`config.mk`:
```
export PLATFORM = sky130hd
export DESIGN_NAME = fill_blend_dp
export DESIGN_NICKNAME = d
export VERILOG_FILES = /design/src/rtl/dfp_pkg.sv /design/src/rtl/dfp_skip_gate.sv /design/src/rtl/dfp_mask_shift.sv /design/src/rtl/dfp_lane_pick.sv /design/src/rtl/fill_blend_dp.sv
export SDC_FILE = /design/constraint.sdc
export NUM_CORES = 1
export LEC_CHECK = 0
export ABC_CLOCK_PERIOD_IN_PS = 2430
export BUFFER_PORTS_ARGS = -buffer_cell sky130_fd_sc_hd__buf_4
export CORE_MARGIN = 1
export CORE_UTILIZATION = 35
export DETAILED_ROUTE_END_ITERATION = 7
export GPL_TIMING_DRIVEN = 1
export PLACE_DENSITY = 0.69
export SLEW_MARGIN = 20
export SYNTH_ARGS = -nofsm -noshare
export SYNTH_HDL_FRONTEND = slang
export SYNTH_SLANG_ARGS = --single-unit
```
`constraint.sdc`:
```
create_clock -name clk -period 2.43 [get_ports clk]
set_input_delay 0.486 -clock clk [delete_from_list [all_inputs] [get_ports clk]]
set_output_delay 0.486 -clock clk [all_outputs]
set_load 0.01 [all_outputs]
```
`src/rtl/dfp_pkg.sv`:
```
package dfp_pkg;

   typedef enum logic [2:0] {
      OP_COPY  = 3'd0,
      OP_AND   = 3'd1,
      OP_OR    = 3'd2,
      OP_XOR   = 3'd3,
      OP_NOTS  = 3'd4,
      OP_ANDN  = 3'd5,
      OP_ORN   = 3'd6,
      OP_CLEAR = 3'd7
   } blend_op_e;

   function automatic logic op_reads_dst(blend_op_e op);
      case (op)
         OP_AND, OP_OR, OP_XOR, OP_ANDN, OP_ORN: return 1'b1;
         default:                                return 1'b0;
      endcase
   endfunction

endpackage

```
`src/rtl/dfp_skip_gate.sv`:
```
module dfp_skip_gate #(
   parameter int BEAT_W = 8,
   parameter int SEL_W  = 2
) (
   input  logic              clk,
   input  logic              rst_n,
   input  logic              clear,
   input  logic              skip_en,
   input  logic [SEL_W-1:0]  skip_n,
   input  logic              src_valid,
   output logic              src_ready,
   input  logic [BEAT_W-1:0] src_data,
   output logic              k_valid,
   input  logic              k_ready,
   output logic [BEAT_W-1:0] k_data
);
   localparam int CNT_W = 1 << SEL_W;

   logic [CNT_W-1:0] grp_cnt;
   logic             drop;

   assign drop      = skip_en && grp_cnt[skip_n];
   assign k_valid   = src_valid && !drop;
   assign k_data    = src_data;
   assign src_ready = drop || k_ready;

   always_ff @(posedge clk or negedge rst_n) begin
      if (!rst_n)                                     grp_cnt <= '0;
      else if (clear)                                 grp_cnt <= '0;
      else if (skip_en && src_valid && src_ready)     grp_cnt <= grp_cnt + 1'b1;
   end


   drop_no_pass_chk: assert property (@(posedge clk) disable iff (!rst_n)
      (drop && src_valid) |-> (src_ready && !k_valid));
endmodule

```
`src/rtl/dfp_mask_shift.sv`:
```
module dfp_mask_shift #(
   parameter int BEAT_W = 8
) (
   input  logic              clk,
   input  logic              rst_n,
   input  logic              clear,
   input  logic              load,
   input  logic [BEAT_W-1:0] load_data,
   input  logic              shift,
   input  logic              lsb_first,
   output logic              bit_out,
   output logic              empty
);
   localparam int CNT_W = $clog2(BEAT_W + 1);

   logic [BEAT_W-1:0] sr;
   logic [CNT_W-1:0]  left;

   assign empty   = (left == '0);
   assign bit_out = lsb_first ? sr[0] : sr[BEAT_W-1];

   always_ff @(posedge clk or negedge rst_n) begin
      if (!rst_n) begin
         sr   <= '0;
         left <= '0;
      end else if (clear) begin
         left <= '0;
      end else if (load) begin
         sr   <= load_data;
         left <= CNT_W'(BEAT_W);
      end else if (shift) begin
         sr   <= lsb_first ? (sr >> 1) : (sr << 1);
         left <= left - 1'b1;
      end
   end


   shift_nonempty_chk: assert property (@(posedge clk) disable iff (!rst_n)
      shift |-> !empty);

   load_when_empty_chk: assert property (@(posedge clk) disable iff (!rst_n)
      load |-> (empty && !shift));
endmodule

```
`src/rtl/dfp_lane_pick.sv`:
```
module dfp_lane_pick #(
   parameter int BEAT_W = 8,
   parameter int FILL_W = 32,
   parameter int LANE_W = 2
) (
   input  logic [FILL_W-1:0] word,
   input  logic [LANE_W-1:0] lane,
   output logic [BEAT_W-1:0] beat
);
   localparam int LANES = FILL_W / BEAT_W;

   logic [BEAT_W-1:0] slice [LANES];

   for (genvar g = 0; g < LANES; g++) begin : g_lane
      assign slice[g] = word[g*BEAT_W +: BEAT_W];
   end

   assign beat = slice[lane];
endmodule

```
`src/rtl/fill_blend_dp.sv`:
```
module fill_blend_dp
   import dfp_pkg::*;
#(
   parameter int BEAT_W = 8,
   parameter int FILL_W = 32,
   parameter int SEL_W  = 2
) (
   input  logic              clk,
   input  logic              rst_n,
   input  logic              xfer_start,
   input  logic [2:0]        cfg_op,
   input  logic              cfg_fill_simple,
   input  logic              cfg_fill_mask,
   input  logic              cfg_mask_lsb,
   input  logic              cfg_skip_en,
   input  logic [SEL_W-1:0]  cfg_skip_n,
   input  logic [FILL_W-1:0] fill_one,
   input  logic [FILL_W-1:0] fill_two,
   input  logic              src_valid,
   output logic              src_ready,
   input  logic [BEAT_W-1:0] src_data,
   input  logic              dst_valid,
   output logic              dst_ready,
   input  logic [BEAT_W-1:0] dst_data,
   output logic              wr_valid,
   input  logic              wr_ready,
   output logic [BEAT_W-1:0] wr_data
);
   localparam int LANES  = FILL_W / BEAT_W;
   localparam int LANE_W = $clog2(LANES);

   if (FILL_W % BEAT_W != 0) begin : g_bad_fill
      $error("FILL_W must be a multiple of BEAT_W");
   end
   if (LANES < 2 || (1 << LANE_W) != LANES) begin : g_bad_lanes
      $error("FILL_W/BEAT_W must be a power of two of at least 2");
   end

   blend_op_e         op;
   logic              mode_simple, mode_mask, mode_norm, need_dst;
   logic              adv, fire, go_norm;
   logic              k_valid, k_ready;
   logic [BEAT_W-1:0] k_data;
   logic              m_bit, m_empty, m_load, m_shift;
   logic [LANE_W-1:0] lane;
   logic [BEAT_W-1:0] f1_beat, f2_beat, blend, next_val;

   assign op          = blend_op_e'(cfg_op);
   assign mode_simple = cfg_fill_simple;
   assign mode_mask   = !cfg_fill_simple && cfg_fill_mask;
   assign mode_norm   = !cfg_fill_simple && !cfg_fill_mask;
   assign need_dst    = mode_norm && op_reads_dst(op);

   assign adv     = (!wr_valid || wr_ready) && !xfer_start;
   assign go_norm = mode_norm && adv && k_valid && (!need_dst || dst_valid);
   assign m_load  = mode_mask && m_empty && k_valid && !xfer_start;
   assign m_shift = mode_mask && adv && !m_empty;

   always_comb begin
      if (mode_norm)      k_ready = adv && (!need_dst || dst_valid);
      else if (mode_mask) k_ready = m_empty && !xfer_start;
      else                k_ready = 1'b0;
   end

   assign dst_ready = need_dst && adv && k_valid;
   assign fire      = mode_simple ? adv : (mode_mask ? m_shift : go_norm);

   dfp_skip_gate #(.BEAT_W(BEAT_W), .SEL_W(SEL_W)) u_skip (
      .clk(clk), .rst_n(rst_n), .clear(xfer_start),
      .skip_en(cfg_skip_en && !mode_simple), .skip_n(cfg_skip_n),
      .src_valid(src_valid), .src_ready(src_ready), .src_data(src_data),
      .k_valid(k_valid), .k_ready(k_ready), .k_data(k_data)
   );

   dfp_mask_shift #(.BEAT_W(BEAT_W)) u_mask (
      .clk(clk), .rst_n(rst_n), .clear(xfer_start),
      .load(m_load), .load_data(k_data), .shift(m_shift),
      .lsb_first(cfg_mask_lsb), .bit_out(m_bit), .empty(m_empty)
   );

   dfp_lane_pick #(.BEAT_W(BEAT_W), .FILL_W(FILL_W), .LANE_W(LANE_W)) u_pick1 (
      .word(fill_one), .lane(lane), .beat(f1_beat)
   );
   dfp_lane_pick #(.BEAT_W(BEAT_W), .FILL_W(FILL_W), .LANE_W(LANE_W)) u_pick2 (
      .word(fill_two), .lane(lane), .beat(f2_beat)
   );

   always_comb begin
      case (op)
         OP_COPY:  blend = k_data;
         OP_AND:   blend = k_data & dst_data;
         OP_OR:    blend = k_data | dst_data;
         OP_XOR:   blend = k_data ^ dst_data;
         OP_NOTS:  blend = ~k_data;
         OP_ANDN:  blend = k_data & ~dst_data;
         OP_ORN:   blend = k_data | ~dst_data;
         default:  blend = '0;
      endcase
   end

   always_comb begin
      if (mode_simple)    next_val = f1_beat;
      else if (mode_mask) next_val = m_bit ? f1_beat : f2_beat;
      else                next_val = blend;
   end

   always_ff @(posedge clk or negedge rst_n) begin
      if (!rst_n) begin
         wr_valid <= 1'b0;
         wr_data  <= '0;
         lane     <= '0;
      end else begin
         if (fire) begin
            wr_valid <= 1'b1;
            wr_data  <= next_val;
         end else if (wr_ready) begin
            wr_valid <= 1'b0;
         end
         if (xfer_start) lane <= '0;
         else if (fire)  lane <= lane + 1'b1;
      end
   end


   wr_hold_chk: assert property (@(posedge clk) disable iff (!rst_n)
      (wr_valid && !wr_ready) |=> (wr_valid && $stable(wr_data)));

   dst_idle_chk: assert property (@(posedge clk) disable iff (!rst_n)
      (cfg_fill_simple || cfg_fill_mask || cfg_op == 3'd0 || cfg_op == 3'd4 || cfg_op == 3'd7)
      |-> !dst_ready);

   src_idle_chk: assert property (@(posedge clk) disable iff (!rst_n)
      (cfg_fill_simple && !xfer_start) |-> !src_ready);
endmodule

```
==> impl_metrics.py <==
metrics = {
    "yosys": {
        "seq_area_frac_synth_pct": 26.8,
        "synth_seq_cells": 27,
        "syn_area_um2": 2520,
        "synth_fa_ha_area_share_pct": 3.47,
        "synth_top_family_by_area": "compound AO/OA/AOI/OAI gates",
        "yosysWarnings": 0,
        "muxShareOfSynthArea_pct": 21.6,
        "async_flop_share_pct": 100,
        "synth_cell_types": 53,
        "synthFlopType": "dfrtp_1",
        "synth_edf_count": 0,
        "synth_xor_area_share_pct": 1.04,
        "synthCells": 260,
        "yosys.area_share.simple_pct": 18.3,
        "synth_compound_area_share_pct": 25.1,
        "syn_area_per_cell_um2": 9.70,
        "synth_nets": 362,
    },
    "power": {
        "internal_power_mw": 1.17,
        "comb_power_share_pct": 47.3,
        "max-vdd-ir-drop_mv": 0.285,
        "power_switching_uw": 624,
        "finalPower_mw": 1.79,
        "p_per_area_nw_per_um2": 500,
        "seqPwrFrac_pct": 37.5,
        "leakagePower_nw": 1.60,
        "clockPowerShare_pct": 15.2,
        "swShare_pct": 34.9,
    },
    "timing": {
        "fin_crit_sh_pct": 96.6,
        "finalHoldViolations": 0,
        "fmax_mhz": 426,
        "worst_pin_slew_ns": 0.717,
        "clock-skew-final_ns": 0.00621,
        "maxSlewHeadroom_pct": 52.2,
        "fin_tns_setup_ns": 0,
        "setup-violations-final": 0,
        "finalMaxSlewViolations": 0,
        "finalWorstPathRequiredPeriod_ns": 2.35,
    },
    "status": {
        "status": "complete, no violations",
    },
    "detailed_routing": {
        "wl_per_cell_um": 16.5,
        "route.vias.total": 2640,
        "drt-initial-drc-count": 167,
        "dr.pass1.iters": 4,
        "wirelength_um": 7770,
        "drcViolationCount": 0,
        "via_per_inst": 5.61,
        "ant_nets": 0,
    },
    "critical_path": {
        "critPathMaxStageDelay_ns": 0.41,
        "crit_start": "u_mask.left[1]$_DFFE_PN0P_",
        "r2r_slack_ns": 0.15,
        "cp_slowest_cell": "dfrtp_1",
        "crit_fanout": 4,
        "worstSetupEndpoint": "src_ready",
        "startpoint_type": "flop",
        "regToRegEndpoint": "u_skip.grp_cnt[2]$_DFFE_PN0P_",
        "crit_chain": "inv_1, ha_2, or3b_4, nor3_4, buf_4, a211o_1, buf_4",
        "crit_type": "reg2out",
        "reg2reg_depth": 9,
        "cp_data_arrival_time_ns": 1.86,
        "path_common_cell": "buf_4",
        "crit_required_ns": 1.94,
        "crit-reg2reg-launch": "u_mask.left[1]$_DFFE_PN0P_",
        "worstSetupEndpointType": "output port",
    },
    "clock_network": {
        "htree_num_levels": 1,
        "clk_pin_slew_ns": 0.10,
        "holdBufCountCts": 0,
        "cts.sinks": 27,
        "clockBufferDepth": 2,
        "clk-insertion-delay-late_ns": 0.28,
        "cts_tree": "yes",
        "cts_buffers": 3,
        "cts-root-buf": "clkbuf_8",
    },
    "global_route": {
        "overflow": 0,
        "antenna_found_initial": 0,
        "grt_pass1_vias": 2675,
        "grtUsageTotal_pct": 21.7,
        "grt_pass1_wl_um": 12800,
        "grt_max_degree": 28,
    },
    "placed_design": {
        "routabilityCongestion": 0.869,
        "dp_hpwl_um": 6230,
        "numPortBuffers": 105,
    },
    "final_layout": {
        "regArea_um2": 676,
        "drive_gt1_share_pct": 43.7,
        "multiInputGateArea_um2": 1770,
        "final_nets": 478,
        "diodes": 0,
        "layout-area-overhead-vs-synth_pct": 42.0,
        "fillers": 666,
    },
    "flow_run": {
        "maxCapViolations": 0,
    },
    "die": {
        "fp.dieW_um": 86.9,
        "start_util_pct": 36.7,
        "fp.dieH_um": 86.9,
        "dieArea_um2": 7550,
        "coreArea_um2": 6870,
        "row_count": 30,
        "ios": 106,
    },
    "min_path": {
        "worstHoldPathType": "in2async",
    },
}
[sequential cells by signal, summed over array words and instances, names as in the netlist]
signal          count
u_mask.sr           8
wr_data             8
u_mask.left         4
u_skip.grp_cnt      4
lane                2
wr_valid            1
[worst min path at each step]
stage          start                          to  slack, ns  cells after the start
3_3_place_gp   rst_n  u_mask.left[1]$_DFFE_PN0P_       0.44                      1
2_1_floorplan  rst_n         lane[0]$_DFFE_PN0P_       0.19                      0
5_1_grt        rst_n      wr_data[0]$_DFFE_PN0P_       0.14                      1
4_1_cts        rst_n  u_mask.left[1]$_DFFE_PN0P_       0.13                      1
3_5_place_dp   rst_n  u_mask.left[1]$_DFFE_PN0P_       0.44                      1
6_report       rst_n  u_mask.left[1]$_DFFE_PN0P_       0.11                      1
[Yosys cell counts (all sizes together), types with 4 or more instances]
cell / count / area (µm²)
nor2b: 9 / 56.3
o211ai: 5 / 37.5
clkbuf: 5 / 18.8
buf: 7 / 41.3
a22oi: 8 / 60.1
nor2: 25 / 96.4
nand2: 11 / 41.3
a211oi: 4 / 30.0
a21o: 4 / 30.0
ha: 7 / 87.6
or3b: 4 / 35.0
nand2b: 9 / 56.3
or4: 4 / 30.0
a21oi: 13 / 65.1
a221o: 6 / 60.1
mux2i: 15 / 150
dfrtp: 27 / 676
mux4: 17 / 383
nand3: 6 / 30.0
a31oi: 9 / 62.6
o22a: 4 / 35.0
o21ai: 8 / 40.0
inv: 8 / 30.0
nor3: 6 / 35.0
[cell type report]
cell class | instances | area share, %
well taps | 96 | 3.35
flip-flops and latches | 27 | 18.9
clock inverters | 1 | 0.140
clock buffers | 3 | 1.15
multi-input cells | 212 | 49.4
repair buffers | 123 | 26.1
inverters | 9 | 0.943
[kinds of logic after synthesis]
logic type / count (synthesis)
simple gates: 86
compound gates: 83
mux: 33
flops: 27
buf+inv: 21
fa+ha+maj: 7
xor+xnor: 3
[power groups by stage]
stage	combinational [mW]	sequential, mW	clock, mW
after CTS	0.845	0.669	0.277
after floorplan	0.500	0.655	0
final	0.846	0.670	0.273
after global placement	0.828	0.674	0
after global routing	0.936	0.686	0.299
after detailed placement	0.841	0.678	0
[worst max-delay path, delay by kind of cell, from the launching register on]
kind                     cells  cell delay, ns
adder cells (fa/ha/maj)      1            0.18
flip-flops                   1            0.41
AO/OA/AOI/OAI                1            0.09
AND/OR/NAND/NOR              2            0.60
buffers and inverters        3            0.32
[through the flow]
stage / hold slack, ns / cell area [µm²] / cells / setup WS [ns] / util (%)
after floorplan: 0.190 / 2520 / 260 / 0.342 / -
after global placement: 0.436 / 3490 / 464 / 0.198 / 50.9
after detailed placement: 0.436 / 3490 / 464 / 0.133 / 50.9
after CTS: 0.129 / 3550 / 469 / 0.00705 / 51.7
after global routing: 0.140 / 3580 / 471 / -0.00175 / 52.1
final: 0.112 / 3580 / 471 / 0.0814 / 52.1
[cell usage in the layout, fill, tap and decap left out, types with 2 or more instances in the layout]
master       n
buf_4      122
dfrtp_1     27
nor2_1      24
mux4_2      17
mux2i_1     15
a21oi_1     13
nand2_1     11
nand2b_1     9
nor2b_1      9
a31oi_1      8
a22oi_1      8
o21ai_0      8
inv_1        7
nand3_1      6
a221o_1      6
ha_1         6
nor3_1       5
o211ai_1     5
a21o_1       4
a211oi_1     4
or4_1        4
o22a_1       4
o31ai_1      3
or2_2        3
a31o_2       3
or3b_2       3
clkbuf_8     3
a311oi_2     2
a211o_1      2
and2_1       2
a21boi_0     2
xor2_1       2
a2bb2oi_1    2
nor4_1       2
or3_1        2
a311o_1      2
[routing by layer]
| metal | up-vias | GRT usage (%) | share of wire, % |
|---|---|---|---|
| met4 | 0 | 7.27 | 2.4 |
| met3 | 8 | 3.60 | 7.0 |
| li1 | 1252 | - | - |
| met2 | 105 | 36.4 | 48 |
| met5 | - | 0 | 0 |
| met1 | 1275 | 28.3 | 42 |
[repair_timing]
| action | CTS | global route |
|---|---|---|
| buffers inserted | 1 | 2 |
| pin swaps | 1 | 2 |
| setup endpoints to repair | 1 | 4 |
| resized for setup | 0 | 5 |
Power figures use the tool's default switching activity.
